--- src/rtl/kw_pkg.sv ---
package kw_pkg;
  parameter int unsigned KW_PORT_W   = 8;
  parameter int unsigned KW_SYNC_LEN = 2;
endpackage

--- src/rtl/kw_sync.sv ---
module kw_sync #(
  parameter int unsigned W   = kw_pkg::KW_PORT_W,
  parameter int unsigned LEN = kw_pkg::KW_SYNC_LEN
) (
  input  logic         clk_i,
  input  logic         rst_ni,
  input  logic [W-1:0] d_i,
  output logic [W-1:0] q_o
);
  logic [W-1:0] stg_q [LEN];

  for (genvar s = 0; s < LEN; s++) begin : g_stg
    always_ff @(posedge clk_i or negedge rst_ni) begin
      if (!rst_ni) stg_q[s] <= '0;
      else if (s == 0) stg_q[s] <= d_i;
      else stg_q[s] <= stg_q[s-1];
    end
  end

  assign q_o = stg_q[LEN-1];
endmodule

--- src/rtl/kw_arm.sv ---
module kw_arm #(
  parameter int unsigned W = kw_pkg::KW_PORT_W
) (
  input  logic         clk_i,
  input  logic         rst_ni,
  input  logic [W-1:0] pin_s_i,
  input  logic         snap_we_i,
  input  logic         en_we_i,
  input  logic         en_wdata_i,
  output logic [W-1:0] snap_o,
  output logic         en_o
);
  always_ff @(posedge clk_i or negedge rst_ni) begin
    if (!rst_ni) begin
      snap_o <= '0;
      en_o   <= 1'b0;
    end else begin
      if (snap_we_i) snap_o <= pin_s_i;
      if (en_we_i)   en_o   <= en_wdata_i;
    end
  end

  assert_snap_load_R3: assert property (@(posedge clk_i) disable iff (!rst_ni)
    snap_we_i |=> snap_o == $past(pin_s_i));
  assert_en_load_R10: assert property (@(posedge clk_i) disable iff (!rst_ni)
    en_we_i |=> en_o == $past(en_wdata_i));
endmodule

--- src/rtl/kw_flag.sv ---
module kw_flag (
  input  logic clk_i,
  input  logic rst_ni,
  input  logic hit_i,
  input  logic clr_i,
  output logic wake_o
);
  always_ff @(posedge clk_i or negedge rst_ni) begin
    if (!rst_ni) wake_o <= 1'b0;
    else         wake_o <= (wake_o & ~clr_i) | hit_i;
  end

  assert_sticky_R6: assert property (@(posedge clk_i) disable iff (!rst_ni)
    wake_o && !clr_i |=> wake_o);
  assert_clear_R7: assert property (@(posedge clk_i) disable iff (!rst_ni)
    clr_i && !hit_i |=> !wake_o);
  assert_reassert_R8: assert property (@(posedge clk_i) disable iff (!rst_ni)
    clr_i && hit_i |=> wake_o);
endmodule

--- src/rtl/key_wake_det.sv ---
module key_wake_det #(
  parameter int unsigned PORT_W   = kw_pkg::KW_PORT_W,
  parameter int unsigned SYNC_LEN = kw_pkg::KW_SYNC_LEN
) (
  input  logic              clk_i,
  input  logic              rst_ni,
  input  logic [PORT_W-1:0] pins_i,
  input  logic              snap_we_i,
  input  logic              en_we_i,
  input  logic              en_wdata_i,
  input  logic              clr_i,
  output logic              wake_o
);
  logic [PORT_W-1:0] pin_s, snap_q;
  logic              en_q, hit;

  kw_sync #(.W(PORT_W), .LEN(SYNC_LEN)) u_sync (
    .clk_i, .rst_ni, .d_i(pins_i), .q_o(pin_s)
  );

  kw_arm #(.W(PORT_W)) u_arm (
    .clk_i, .rst_ni, .pin_s_i(pin_s), .snap_we_i, .en_we_i, .en_wdata_i,
    .snap_o(snap_q), .en_o(en_q)
  );

  // recapture cycle is masked so a stale snapshot cannot fire
  assign hit = en_q & ~snap_we_i & (|(pin_s ^ snap_q));

  kw_flag u_flag (
    .clk_i, .rst_ni, .hit_i(hit), .clr_i, .wake_o
  );

  assert_disabled_quiet_R4: assert property (@(posedge clk_i) disable iff (!rst_ni)
    !en_q && !wake_o |=> !wake_o);
  assert_recapture_quiet_R9: assert property (@(posedge clk_i) disable iff (!rst_ni)
    snap_we_i && !wake_o |=> !wake_o);
  assert_mismatch_wakes_R5: assert property (@(posedge clk_i) disable iff (!rst_ni)
    en_q && !snap_we_i && (pin_s != snap_q) |=> wake_o);
endmodule

--- config.mk ---
export PLATFORM = sky130hd
export DESIGN_NAME = key_wake_det
export DESIGN_NICKNAME = d
export VERILOG_FILES = /design/src/rtl/kw_pkg.sv /design/src/rtl/kw_sync.sv /design/src/rtl/kw_arm.sv /design/src/rtl/kw_flag.sv /design/src/rtl/key_wake_det.sv
export SDC_FILE = /design/constraint.sdc
export NUM_CORES = 1
export LEC_CHECK = 0
export BUFFER_PORTS_ARGS = -buffer_cell sky130_fd_sc_hd__buf_2
export CAP_MARGIN = 20
export CORE_AREA = 5 5 50 52
export DETAILED_ROUTE_END_ITERATION = 7
export DIE_AREA = 0 0 55 57
export MAX_ROUTING_LAYER = met4
export PLACE_DENSITY = 0.7
export SYNTH_ARGS = -nofsm -noshare
export SYNTH_HDL_FRONTEND = slang
export SYNTH_SLANG_ARGS = --single-unit
--- constraint.sdc ---
create_clock -name clk_i -period 1.3 [get_ports clk_i]
set_input_delay 0.26 -clock clk_i [delete_from_list [all_inputs] [get_ports clk_i]]
set_output_delay 0.26 -clock clk_i [all_outputs]
set_load 0.05 [all_outputs]
==> impl_metrics.json, run 1 <==
{
  "cts.htree.levels": 1,
  "crit_path_end_kind": "output pin",
  "tns_ns": 0,
  "routedWlPerCell_microns": 10.6,
  "grt_max_degree": 27,
  "synth_top_area_share_pct": 75.1,
  "drc": 0,
  "ys_seq_area_share_pct": 75.1,
  "place.gp.congestion": 0.676,
  "stdcell_area_sq_um": 1010,
  "final_cell_mix": "dfrtp_1 (26), buf_2 (14), mux2_2 (9), xnor2_1 (8), clkbuf_4 (3)",
  "cpMaxStageDelayCell": "dfrtp_1",
  "relSlewSlack_pct": 64.0,
  "fin_crit_sh_pct": 91.7,
  "die_w_microns": 55,
  "worstPathCellList": "buf_2",
  "io_buffers": 14,
  "clock_skew_ns": 0.00519,
  "place_area_sq_um": 960,
  "max-cap-violations": 0,
  "cp_max_fo": 2,
  "drt_iter0_drc": 0,
  "fin_util_pct": 48.8,
  "dp.cells": 91,
  "whs_ns": 0.0404,
  "ys_seq_elements": 26,
  "ir_drop_mv": 0.935,
  "drive_above_1_share_pct": 39.7,
  "synth_xor_area_share_pct": 8.09,
  "antenna_cells": 0,
  "ys_warn_count": 0,
  "totalWireLength_microns": 1020,
  "start_kind": "flip-flop",
  "worst-path-buf-inv": 1,
  "stdcell_count": 96,
  "synth_mux_area_share_pct": 11.7,
  "final-hold-violation-count": 0,
  "overflow": 0,
  "grt_antenna_before_repair": 0,
  "synth_top_family_by_area": "multiplexers",
  "grt_pass1_wl_microns": 1760,
  "nets": 83,
  "start_util_pct": 42.0,
  "cts_max_path_buffers": 2,
  "clkTransAtPathRegs_ns": 0.13,
  "cpPeakStageDelay_ns": 0.36,
  "io_pins": 15,
  "synthesis.area_sq_um": 866,
  "worstPathArrival_ns": 0.93,
  "placementRows": 17,
  "pre_cts_ws_ns": 0.309,
  "synth_compound_area_share_pct": 1.16,
  "cts-root-buf": "clkbuf_4",
  "cp.required_ns": 1.04,
  "avgSynthCellArea_sq_um": 17.3,
  "die_area_sq_um": 3140,
  "synthSimpleGateAreaFrac_pct": 2.17,
  "vias_per_cell": 4.27,
  "crit_family": "flip-flops",
  "cts-buffers-inserted": 3,
  "worst_slew_pin_slew_ns": 0.541,
  "final_common_cell": "dfrtp_1",
  "rsz0062_at_grt": "false",
  "min_period_ns": 1.19,
  "hp-class": "primary input to flip-flop",
  "num_vias": 410,
  "cts_sinks": 26,
  "cts_setup_buffers": 0,
  "ant_nets": 0,
  "dr.pass1.iters": 1,
  "yosys-top-cells-area": "dfrtp_1 (75%), mux2_2 (12%), xnor2_1 (8.1%), nand4_1 (1.4%), buf_6 (1.3%)",
  "syn_inst": 50,
  "p_leak_nw": 0.446,
  "cts_resized": 0,
  "holdBufCountCts": 1,
  "syn2layout_area_growth_pct": 16.2,
  "synthDistinctLibCells": 8,
  "synth-adder-area-share_pct": 0,
  "worst-setup-path-type": "flip-flop to output pin",
  "drv_slew": 0,
  "grt.total_usage_pct": 8.10,
  "powerDensity_nw_per_um2": 1410,
  "synth_area_leader_cell": "dfrtp_1",
  "cts_tree": "built",
  "grt_pass1_vias": 416,
  "fmax_ghz": 0.839,
  "setup_violations": 0,
  "core_area_sq_um": 2060,
  "setup_ws_ns": 0.108,
  "status": "finished clean",
  "syn_nets": 64,
  "clkLatencyLatePin_ns": 0.31,
  "die_y_microns": 57,
  "power.total_mw": 1.41
}
per-layer routing:
metal | track usage (%) | part of all wire (%)
met4 | 6.25 | 0.88
met2 | 10.3 | 47
met5 | - | 0
met1 | 11.1 | 46
met3 | 1.57 | 6.2
synth_stat cells:
master	instances
dfrtp_1	26
mux2_2	9
xnor2_1	8
nand4_1	2
o21ai_1	2
buf_6	1
inv_1	1
nor2b_1	1
cells by family (layout without fill, tap and decap cells):
logic type / count (synthesis) / count (layout)
compound gates: 2 / 2
xor+xnor: 8 / 8
buf+inv: 2 / 20
flops: 26 / 26
mux: 9 / 9
simple gates: 3 / 3
sequential cells by signal (all words and copies together) (netlist names):
signal,count
u_arm.en_o,1
u_sync.q_o,8
u_sync.stg_q,8
u_arm.snap_o,8
u_flag.wake_o,1
area by class of cell:
cell class | instances | area [sq um]
Multi-Input combinational cell | 22 | 200
Sequential cell | 26 | 651
Fill cell | 192 | 1060
Tap cell | 28 | 35.0
Inverter | 1 | 3.75
Clock buffer | 4 | 36.3
Timing Repair Buffer | 15 | 80.1
worst paths after layout:
check	end	slack (ns)	startpoint	cells past startpoint
max in group asynchronous	u_sync.stg_q[14]$_DFF_PN0_	0.49	rst_ni	2
min in group asynchronous	u_sync.q_o[2]$_DFF_PN0_	0.45	rst_ni	2
min	u_sync.stg_q[9]$_DFF_PN0_	0.04	pins_i[1]	1
min reg2reg	u_sync.q_o[6]$_DFF_PN0_	0.36	u_sync.stg_q[14]$_DFF_PN0_	0
max reg2reg	u_flag.wake_o$_DFF_PN0_	0.31	u_arm.snap_o[3]$_DFFE_PN0P_	4
max	wake_o	0.11	u_flag.wake_o$_DFF_PN0_	1
power by group:
part           leakage, nW  switching [mW]  total (mW)  internal (mW)
clock               0.0210           0.218       0.389          0.171
sequential           0.304          0.0294       0.895          0.865
combinational        0.121          0.0592       0.130         0.0712
total                0.446           0.306        1.41           1.11
Note: power is estimated with default switching activity, not from simulation.
==> run 2: changes to the inputs <==
--- a/config.mk
+++ b/config.mk
@@ -7,11 +7,13 @@
 export LEC_CHECK = 0
 export BUFFER_PORTS_ARGS = -buffer_cell sky130_fd_sc_hd__buf_2
 export CAP_MARGIN = 20
-export CORE_AREA = 5 5 50 52
+export CORE_AREA = 5 5 53 55
 export DETAILED_ROUTE_END_ITERATION = 7
-export DIE_AREA = 0 0 55 57
+export DIE_AREA = 0 0 58 60
+export HOLD_SLACK_MARGIN = 0.06
 export MAX_ROUTING_LAYER = met4
-export PLACE_DENSITY = 0.7
+export PLACE_DENSITY = 0.68
 export SYNTH_ARGS = -nofsm -noshare
 export SYNTH_HDL_FRONTEND = slang
+export SYNTH_HIERARCHICAL = 1
 export SYNTH_SLANG_ARGS = --single-unit
==> impl_metrics.json, run 2 <==
{
  "status": "finished clean",
  "startpoint": "u_arm/snap_o[0]$_DFFE_PN0P_",
  "overflow": 0,
  "fmax_ghz": 0.819,
  "final_cell_mix": "dfrtp_1 (26), buf_2 (14), dlygate4sd3_1 (9), xor2_1 (8), mux2_4 (8)",
  "clkLatencyLatePin_ns": 0.31,
  "grt_pass1_wl_microns": 2000,
  "cts_sinks": 26,
  "clkPwrFrac_pct": 33.4,
  "worstPathCellList": "xor2_1, nor4_2, a21oi_1, a21o_1",
  "vias_per_cell": 4.05,
  "relSlewSlack_pct": 63.9,
  "ys_seq_elements": 26,
  "start_kind": "flip-flop",
  "hp-class": "primary input to flip-flop",
  "timing.rr.end": "u_flag/wake_o$_DFF_PN0_",
  "synth_edf_count": 0,
  "cp.required_ns": 1.51,
  "ys_top_cells_by_count": "dfrtp_1 (26), buf_4 (8), mux2_4 (8), xor2_1 (8), nor4_1 (2)",
  "io_pins": 15,
  "place.gp.congestion": 0.673,
  "setup_ws_ns": 0.0796,
  "die_y_microns": 60,
  "grt_use_met2_pct": 11.9,
  "min_from": "en_wdata_i",
  "synth_area_leader_cell": "dfrtp_1",
  "cts-buffers-inserted": 3,
  "nets": 91,
  "pre_cts_ws_ns": 0.0545,
  "cts-root-buf": "clkbuf_4",
  "synth_most_common_cell": "dfrtp_1",
  "num_vias": 429,
  "cts_tree": "built",
  "avgSynthCellArea_sq_um": 16.5,
  "die_area_sq_um": 3480,
  "switchingPower_mw": 0.322,
  "tns_ns": 0,
  "worst-path-buf-inv": 0,
  "totalWireLength_microns": 1150,
  "die_w_microns": 58,
  "combPwrFrac_pct": 10.3,
  "io_buffers": 14,
  "swShare_pct": 20.2,
  "worst-setup-path-type": "flip-flop to flip-flop",
  "clkTransAtPathRegs_ns": 0.13,
  "crit_path_end_kind": "flip-flop",
  "busiest_layer": "met2",
  "cp.depth": 4,
  "cp_max_fo": 2,
  "synthArstFlopShare_pct": 100,
  "place_area_sq_um": 995,
  "drive_above_1_share_pct": 36.8,
  "stdcell_area_sq_um": 1140,
  "seqPwrFrac_pct": 56.3,
  "placementRows": 18,
  "worstPathArrival_ns": 1.43,
  "dp.final_hpwl_microns": 754,
  "synthDistinctLibCells": 11,
  "routedWlPerCell_microns": 10.9,
  "clock_skew_ns": 0.00650,
  "final_common_cell": "dfrtp_1",
  "grt_antenna_before_repair": 0,
  "p_leak_nw": 0.548,
  "ir_drop_mv": 0.987,
  "yosys-top-cells-area": "dfrtp_1 (68%), mux2_4 (13%), xor2_1 (7.3%), buf_4 (6.3%), nor4_1 (1.3%)",
  "grt_use_met1_pct": 9.83,
  "drv_slew": 0,
  "n_fill_cell": 214,
  "cts_max_path_buffers": 2,
  "worst_slew_pin_slew_ns": 0.541,
  "syn_inst": 58,
  "syn_nets": 72,
  "grt.total_usage_pct": 7.97,
  "ant_nets": 0,
  "cts.htree.levels": 1,
  "synthesis.area_sq_um": 958,
  "syn2layout_area_growth_pct": 19.3,
  "ys.flop_type": "dfrtp_1",
  "ys_seq_area_share_pct": 67.9,
  "drt_iter0_drc": 3,
  "globalRouteMet3Util_pct": 3.02,
  "final-hold-violation-count": 0,
  "dr.pass1.iters": 2,
  "max-cap-violations": 0,
  "reg2reg_depth": 4,
  "drc": 0,
  "whs_ns": 0.185,
  "p_int_mw": 1.27,
  "min_period_ns": 1.22,
  "ys_warn_count": 6,
  "grt_max_degree": 27,
  "powerDensity_nw_per_um2": 1390,
  "grt_pass1_vias": 476,
  "crit_family": "flip-flops",
  "setup_violations": 0,
  "antenna_cells": 0,
  "synth_top_area_share_pct": 67.9,
  "cpPeakStageDelay_ns": 0.42,
  "setup.worst_path.end": "u_flag/wake_o$_DFF_PN0_",
  "fin_crit_sh_pct": 93.9,
  "rsz0062_at_grt": "false",
  "reg2reg_setup_slack_ns": 0.08,
  "cpMaxStageDelayCell": "dfrtp_1",
  "core_area_sq_um": 2340,
  "start_util_pct": 40.9,
  "reg2reg_from": "u_arm/snap_o[0]$_DFFE_PN0P_"
}
==> run 2: worst reg2reg max path: cells and delay by family (launching register included) <==
family	cells	cell delay (ns)
and+or+nand+nor	1	0.27
DFF	1	0.42
AOI/OAI and AO/OA	2	0.26
xor gates and xnor gates	1	0.18
==> run 2: logic make-up (layout without fill, tap and decap cells) <==
kind of cell | count (synthesis) | after routing | share of synthesized area, %
buffers and inverters | 10 | 28 | 7.83
and+or+nand+nor | 3 | 3 | 1.96
AOI/OAI and AO/OA | 2 | 2 | 1.31
muxes | 9 | 9 | 13.7
xor gates and xnor gates | 8 | 8 | 7.31
DFF | 26 | 26 | 67.9
==> run 2: layer usage <==
| metal | wire [microns] | vias up | part of all wire, % |
|---|---|---|---|
| met3 | 79 | 0 | 6.9 |
| met1 | 540 | 204 | 47 |
| met5 | 0 | - | 0 |
| met4 | 0 | 0 | 0 |
| li1 | - | 215 | - |
| met2 | 532 | 10 | 46 |
==> run 2: layout make-up <==
class                   count  area, sq um  area share, %
inverters                   1         3.75          0.328
repair buffers             23          160           14.0
flip-flops and latches     26          651           56.9
well taps                  30         37.5           3.28
clock inverters             1         30.0           2.63
clock buffers               3         22.5           1.97
multi-input cells          22          239           20.9
==> run 2: worst min path at each step <==
stage,endpoint,slack (ns),cells past startpoint
CTS,u_arm/en_o$_DFFE_PN0P_,0.18,2
global route,u_arm/en_o$_DFFE_PN0P_,0.16,2
global placement,u_sync/stg_q[11]$_DFF_PN0_,0.27,1
detailed placement,u_sync/stg_q[11]$_DFF_PN0_,0.27,1
floorplan,u_arm/en_o$_DFFE_PN0P_,-0.04,0
finish,u_arm/en_o$_DFFE_PN0P_,0.19,2
==> run 2: power by group through the flow <==
stage / Sequential (mW) / Clock (mW) / Combinational (mW)
floorplan: 0.916 / 0 / 0.105
global placement: 0.911 / 0 / 0.139
detailed placement: 0.912 / 0 / 0.141
CTS: 0.898 / 0.540 / 0.162
global route: 0.904 / 0.576 / 0.179
finish: 0.897 / 0.532 / 0.164
==> run 2: stage by stage <==
step                power, mW  util (%)  instances
finish                   1.59      48.8        106
global route             1.66      48.8        106
CTS                      1.60      48.6        106
detailed placement       1.05      42.5         93
global placement         1.05      42.5         93
floorplan                1.02         -         58
==> run 2: repair_timing <==
action                                  4_1_cts  5_1_grt
endpoints found under the setup margin        0        1
buffers inserted                              0        0
hold buffers                                  9        0
gates resized for setup                       0        1
endpoints found under the hold margin        34        0
